[src/rtl/bpg_pkg.sv]
package bpg_pkg;

  typedef enum logic [1:0] {
    PH_IDLE = 2'd0,
    PH_HIGH = 2'd1,
    PH_LOW  = 2'd2
  } phase_e;

  // Counter width that holds values up to max(a,b)-1, never below 1 bit.
  function automatic int unsigned cnt_width(input int unsigned a, input int unsigned b);
    int unsigned m;
    m = (a > b) ? a : b;
    return (m <= 2) ? 1 : $clog2(m);
  endfunction

  // Terminal count of a phase of the given length.
  function automatic int unsigned last_count(input int unsigned len);
    return (len == 0) ? 0 : len - 1;
  endfunction

endpackage

[src/rtl/bpg_edge_detect.sv]
module bpg_edge_detect (
  input  logic clk,
  input  logic rst,
  input  logic level_in,
  output logic rise
);
  logic level_q;

  always_ff @(posedge clk) begin
    if (rst) level_q <= 1'b0;
    else     level_q <= level_in;
  end

  assign rise = level_in & ~level_q;
endmodule

[src/rtl/bpg_phase_cnt.sv]
module bpg_phase_cnt #(
  parameter int unsigned CNT_W = 5
) (
  input  logic             clk,
  input  logic             rst,
  input  logic             clear,
  input  logic [CNT_W-1:0] limit,
  output logic [CNT_W-1:0] count,
  output logic             done
);
  assign done = (count == limit);

  always_ff @(posedge clk) begin
    if (rst || clear) count <= '0;
    else if (done)    count <= '0;
    else              count <= count + 1'b1;
  end
endmodule

[src/rtl/bpg_ctrl.sv]
module bpg_ctrl
  import bpg_pkg::*;
(
  input  logic   clk,
  input  logic   rst,
  input  logic   start_rise,
  input  logic   finish,
  input  logic   phase_done,
  output phase_e phase,
  output logic   cnt_clear
);
  phase_e phase_nx;

  always_comb begin
    phase_nx = phase;
    unique case (phase)
      PH_IDLE: if (start_rise && !finish) phase_nx = PH_HIGH;
      PH_HIGH: begin
        if (finish)          phase_nx = PH_IDLE;
        else if (phase_done) phase_nx = PH_LOW;
      end
      PH_LOW: begin
        if (finish)          phase_nx = PH_IDLE;
        else if (phase_done) phase_nx = PH_HIGH;
      end
      default: phase_nx = PH_IDLE;
    endcase
  end

  always_ff @(posedge clk) begin
    if (rst) phase <= PH_IDLE;
    else     phase <= phase_nx;
  end

  assign cnt_clear = (phase == PH_IDLE) || finish;
endmodule

[src/rtl/burst_pattern_gen.sv]
module burst_pattern_gen
  import bpg_pkg::*;
#(
  parameter int unsigned ON_LEN  = 10,
  parameter int unsigned OFF_LEN = 20
) (
  input  logic clk,
  input  logic rst,
  input  logic start,
  input  logic finish,
  output logic valid,
  output logic busy
);
  localparam int unsigned CNT_W = cnt_width(ON_LEN, OFF_LEN);
  localparam logic [CNT_W-1:0] HIGH_LAST = CNT_W'(last_count(ON_LEN));
  localparam logic [CNT_W-1:0] LOW_LAST  = CNT_W'(last_count(OFF_LEN));

  logic             start_rise;
  logic             phase_done;
  logic             cnt_clear;
  logic [CNT_W-1:0] count;
  logic [CNT_W-1:0] limit;
  phase_e           phase;

  bpg_edge_detect u_edge (
    .clk      (clk),
    .rst      (rst),
    .level_in (start),
    .rise     (start_rise)
  );

  bpg_ctrl u_ctrl (
    .clk        (clk),
    .rst        (rst),
    .start_rise (start_rise),
    .finish     (finish),
    .phase_done (phase_done),
    .phase      (phase),
    .cnt_clear  (cnt_clear)
  );

  assign limit = (phase == PH_LOW) ? LOW_LAST : HIGH_LAST;

  bpg_phase_cnt #(.CNT_W(CNT_W)) u_cnt (
    .clk   (clk),
    .rst   (rst),
    .clear (cnt_clear),
    .limit (limit),
    .count (count),
    .done  (phase_done)
  );

  assign valid = (phase == PH_HIGH);
  assign busy  = (phase != PH_IDLE);
endmodule

[config.mk]
export PLATFORM = sky130hd
export DESIGN_NAME = burst_pattern_gen
export DESIGN_NICKNAME = d
export VERILOG_FILES = /design/src/rtl/bpg_pkg.sv /design/src/rtl/bpg_edge_detect.sv /design/src/rtl/bpg_phase_cnt.sv /design/src/rtl/bpg_ctrl.sv /design/src/rtl/burst_pattern_gen.sv
export SDC_FILE = /design/constraint.sdc
export NUM_CORES = 1
export LEC_CHECK = 0
export CAP_MARGIN = 20
export CORE_AREA = 2 2 39 41
export CTS_CLUSTER_DIAMETER = 200
export DETAILED_ROUTE_END_ITERATION = 7
export DIE_AREA = 0 0 41 43
export DONT_BUFFER_PORTS = 1
export PLACE_DENSITY_LB_ADDON = 0.2
export SYNTH_ARGS = -nofsm -noshare
export SYNTH_HDL_FRONTEND = slang
export SYNTH_SLANG_ARGS = --single-unit
[constraint.sdc]
create_clock -name clk -period 2.25 [get_ports clk]
set_input_delay 0.5625 -clock clk [delete_from_list [all_inputs] [get_ports clk]]
set_output_delay 0.5625 -clock clk [all_outputs]
set_load 0.05 [all_outputs]
Yosys cells after proc, flatten, opt, wreduce, memory -nomap -nowiden. Cells that the tools add are included.

Bitwise gates (word level): 2. Shifts and indexed selects: 0. Multipliers: 0. Add/subtract/negate cells: 1. Equal/unequal tests: 6. Muxes and demuxes: 7. $lt $le $gt $ge: 0. Reduce and logical (&&, ||, !) cells: 8. Div/mod/pow operators: 0.

Operators by type and width (count): $mux W2 (5); $pmux W2 S3 (1); $add A5 B1 Y5 const B (1); $eq A5 B5 Y1 (1); $mux W5 (1); $ne A3 B2 Y1 const B (1); $ne A3 B3 Y1 const B (1); $reduce_and A3 Y1 (1); $eq A2 B1 Y1 const B (1); $eq A2 B2 Y1 const B (1); $logic_not A2 Y1 (1); $logic_or A1 B1 Y1 (2); $ne A2 B1 Y1 const B (1); $reduce_bool A2 Y1 (1); $reduce_or A2 Y1 (1); $and A1 B1 Y1 (1); $logic_and A1 B1 Y1 (1); $logic_not A1 Y1 (1); $not A1 Y1 (1).

Logic and storage cells: 27. Bits of input ports: 4. Memories: 0. Bits in latches: 0. Output and inout port bits: 2. Memory bits (writable): 0. Register bits: 8. ROM bits: 0.

Longest topological paths before layout.
Depth in word-level cells: 6. Depth in mapped cells: 4. Gate-level depth less buffers: 4.

Modules after synthesis. Synthesis repeated with hierarchy kept, for this count alone.

Cell total of the unflattened synthesis: 45. Area total of the unflattened synthesis: 451.7 µm².

By module, submodules not included: bpg_phase_cnt (times used 1, area each 270.3 µm², sequential area each 100.1 µm², cells an instance 27); bpg_ctrl (times used 1, area each 98.8 µm², sequential area each 40.0 µm², cells an instance 9); bpg_edge_detect (times used 1, area each 47.5 µm², sequential area each 20.0 µm², cells an instance 3); burst_pattern_gen (times used 1, area each 35.0 µm², sequential area each 0.0 µm², cells an instance 6).

Worst setup path after synthesis. OpenSTA, ideal clock, no wires.

Path type: reg2out. From: register u_ctrl.phase[0]. To: output valid. Data arrival time: 1.082 ns. Data required time: 1.688 ns. Path slack: 0.606 ns. Buffers on the path: 0. Cell stages (with the launch flop): 2. Path through: dfxtp_1 nor2b_1.

Cells in the longest elaborated chain, start to end: 1.

Ends and longest elaborated chain: from (decl) (line bpg_ctrl.sv:9) `output phase_e phase,`; from (signal assigned) (line bpg_ctrl.sv:32) `else phase <= phase_nx;`; $eq A2 B1 Y1 (line burst_pattern_gen.sv:53) `assign valid = (phase == PH_HIGH);`; to (decl) (line burst_pattern_gen.sv:11) `output logic valid,`.

No other way between the ends.

Final worst setup path.
From: register u_ctrl.phase[1]. To: output busy.

Cells in the longest elaborated chain, start to end: 1.

Ends and longest elaborated chain: $reduce_bool A2 Y1 (line burst_pattern_gen.sv:54) `assign busy = (phase != PH_IDLE);`; to (decl) (line burst_pattern_gen.sv:12) `output logic busy`.

No other way between the ends.

==> impl_results.md <==
- RSZ-0062 raised after global routing: no
- Min cycle time layout: ~1600 ps
- Uppermost layer routed: met4
- Largest family of logic cells by synthesized area: simple AND/OR/NAND/NOR gates
- Design area: 453 µm²
- Post-CTS sizing: 0
- Largest net degree at the start of global routing: 8
- Leakage: about 0.16 nW
- Max Freq: 0.609 GHz
- Total power: 276 µW
- Met2 wire length: 367 µm
- CTS sink count: 8
- Seq/Total Area, Yosys: 39.8%
- Critical path capture point type: primary output
- Worst path cell trace: or2_1
- Main area contributors after synthesis: dfxtp_1 (40%), nand2b_1 (6.2%), nor2b_1 (6.2%)
- PwrDens: 608 mW/mm²
- Port-buffer cells: 0
- Layout area overhead: 12.4%
- CTS tree: done
- H-tree depth: 1
- Hold crit path type: in -> reg
- Max stage delay on crit path: 460 ps
- Yosys reg bits: 8
- Die Y: 43 µm
- Synth Warn #: 0
- Met1 Routed Length: 311 µm
- Syn Std Cell Area: 403 µm²
- Setup TNS: 0 ps
- DRT antenna net count: 0
- Mux share of post-synthesis cell area: 4.97%
- Hold Buf Count CTS: 0
- Synth Area in XOR/XNOR: 2.17%
- Reg clk slew, reported paths: 60 ps
- Crit path launch type: flip-flop
- Max Slew Vio Count: 0
- Top delay family on crit path: simple AND/OR/NAND/NOR gates
- Finished Core Util: around a third
- Clock Path Buffers: 2
- Residual DRC count: 0
- Top cell type's share of synthesized area: roughly 40%
- Vias per cell: 4.97
- Status: completed
- Antenna diodes: 0
- Gpl congestion: approximately 0.66
- Vias: 323
- Worst setup path category: reg -> out
- DP Cell Count: between 60 and 70
- WHS: roughly 360 ps
- Syn Nets: 50
- CP Max Fanout: 5
- Number of synthesized flops with an enable pin: 0
- Synthesized area per cell: 8.95 µm²
- Vias in the first global route: 332
- Area fraction in and, or, nand and nor cells after synthesis: 33.9%
- Max-cap violation count: 0
- Core area: 0.00138 mm²
- Die area: between 0.0015 and 0.002 mm²
- Most frequent cell after synthesis: dfxtp_1
- Adder-Cell Fraction of Synth Area: a little over 3%
- Worst vdd ir: 318 µV
- Gr usage total: 11.8%
- Required time of the critical path: 1690 ps
- Dpl cell area: approximately 430 µm²
- Ys flop type: dfxtp_1
- Async SR Flop Fraction: 0%
- Post-CTS Setup Bufs: 0
- Drt first pass iters: 4
- Slowest CP cell: or2_1
- Detailed-route wire length: ~770 µm
- Final net count: 56
- Final Hold Viols: 0
- Final setup vio count: 0
- GRT overflow: 0
- Total CTS buffers: 3
- I/O Pins: 6
- Clk_lat worst skew: 260 ps
- CP Buf/Inv Count: 0
- Starting Density: 29.1%
- Initial antenna violation count: 0
- Wire length on met3: 57 µm
- First-pass GRT wire length: 1.32 mm
- Placement Setup Slack: 813 ps
- Distinct cells, synth: 21
- HPWL Detailed: 577 µm
- Setup Skew: approximately 6.4 ps
- Post-synth top cells: dfxtp_1 (8), nand2_1 (5), a21oi_1 (4), nand2b_1 (4), nor2b_1 (4)
- Num rows: 14
- Crit path DAT: 1080 ps
- Worst Max-Slew Pin Slew: ~530 ps
- DRC marker count from the first detailed-route iteration: 4
- Post-synthesis compound-gate area fraction: 15.2%
- Root buf cell: clkbuf_4
- Die width: 41 µm
- Layout cells sized above 1: 14.3%
- Area leader, netlist: dfxtp_1
- Relative slew slack: 64.5%
- Post-route setup slack: 607 ps
- Wire per inst: roughly 12 µm
- Synth Instances: 45
- Crit share post-route: 73.0%
- Non-filler instance count after layout: 65
## metal layers
layer | GRT usage [%] | up-vias
met2 | 17.5 | 8
met1 | 11.3 | 146
met4 | 10.0 | 0
met3 | 5.76 | 4
li1 | - | 165
met5 | 0 | -
## power breakdown
group / switching (mW) / internal (mW)
logic: 0.0102 / 0.00508
registers: 0.00123 / 0.144
clock network: 0.0539 / 0.0614
## layout by cell type (no fill, tap or decap)
| cell type | instances |
|---|---|
| buf_4 | 1 |
| inv_1 | 1 |
| nand4_1 | 1 |
| and2b_1 | 1 |
| a211oi_1 | 1 |
| dfxtp_1 | 8 |
| o21a_1 | 1 |
| and3b_2 | 1 |
| nand2b_1 | 4 |
| nand3_2 | 1 |
| o21ai_0 | 2 |
| a21oi_1 | 4 |
| or2_1 | 1 |
| clkbuf_4 | 3 |
| nand2_1 | 5 |
| nand4b_1 | 1 |
| mux2i_1 | 2 |
| nor2_1 | 3 |
| nor3b_1 | 1 |
| nor2b_1 | 4 |
| a21oi_4 | 1 |
| xor2_1 | 1 |
| ha_1 | 1 |
## final timing paths
| kind | slack (ps) | cells after the start | start | end |
|---|---|---|---|---|
| setup reg to reg | 840 | 3 | u_ctrl.phase[1]$_SDFFE_PP0P_ | u_cnt.count[4]$_SDFF_PP0_ |
| hold reg to reg | 470 | 1 | u_cnt.count[0]$_SDFF_PP0_ | u_cnt.count[0]$_SDFF_PP0_ |
| setup / recovery | 610 | 1 | u_ctrl.phase[1]$_SDFFE_PP0P_ | busy |
| hold / removal | 360 | 1 | rst | u_edge.level_q$_SDFF_PP0_ |
## cell families (layout without fill, tap and decap cells)
| logic type | count (synthesis) | after routing |
|---|---|---|
| simple gates | 23 | 23 |
| compound gates | 9 | 9 |
| flops | 8 | 8 |
| mux | 2 | 2 |
| fa+ha+maj | 1 | 1 |
| xor+xnor | 1 | 1 |
| buf+inv | 1 | 5 |
## registers in the layout, summed over array words and instances (netlist names)
signal and flops:
u_cnt.count 5, u_ctrl.phase 2, u_edge.level_q 1
## layout make-up
| cell class | count | area (µm²) |
|---|---|---|
| Timing Repair Buffer | 1 | 7.51 |
| Multi-Input combinational cell | 36 | 239 |
| Inverter | 1 | 3.75 |
| Clock buffer | 3 | 22.5 |
| Sequential cell | 8 | 160 |
| Tap cell | 16 | 20.0 |
| Fill cell | 146 | 931 |
No activity file was read; power rests on OpenSTA's default activity.
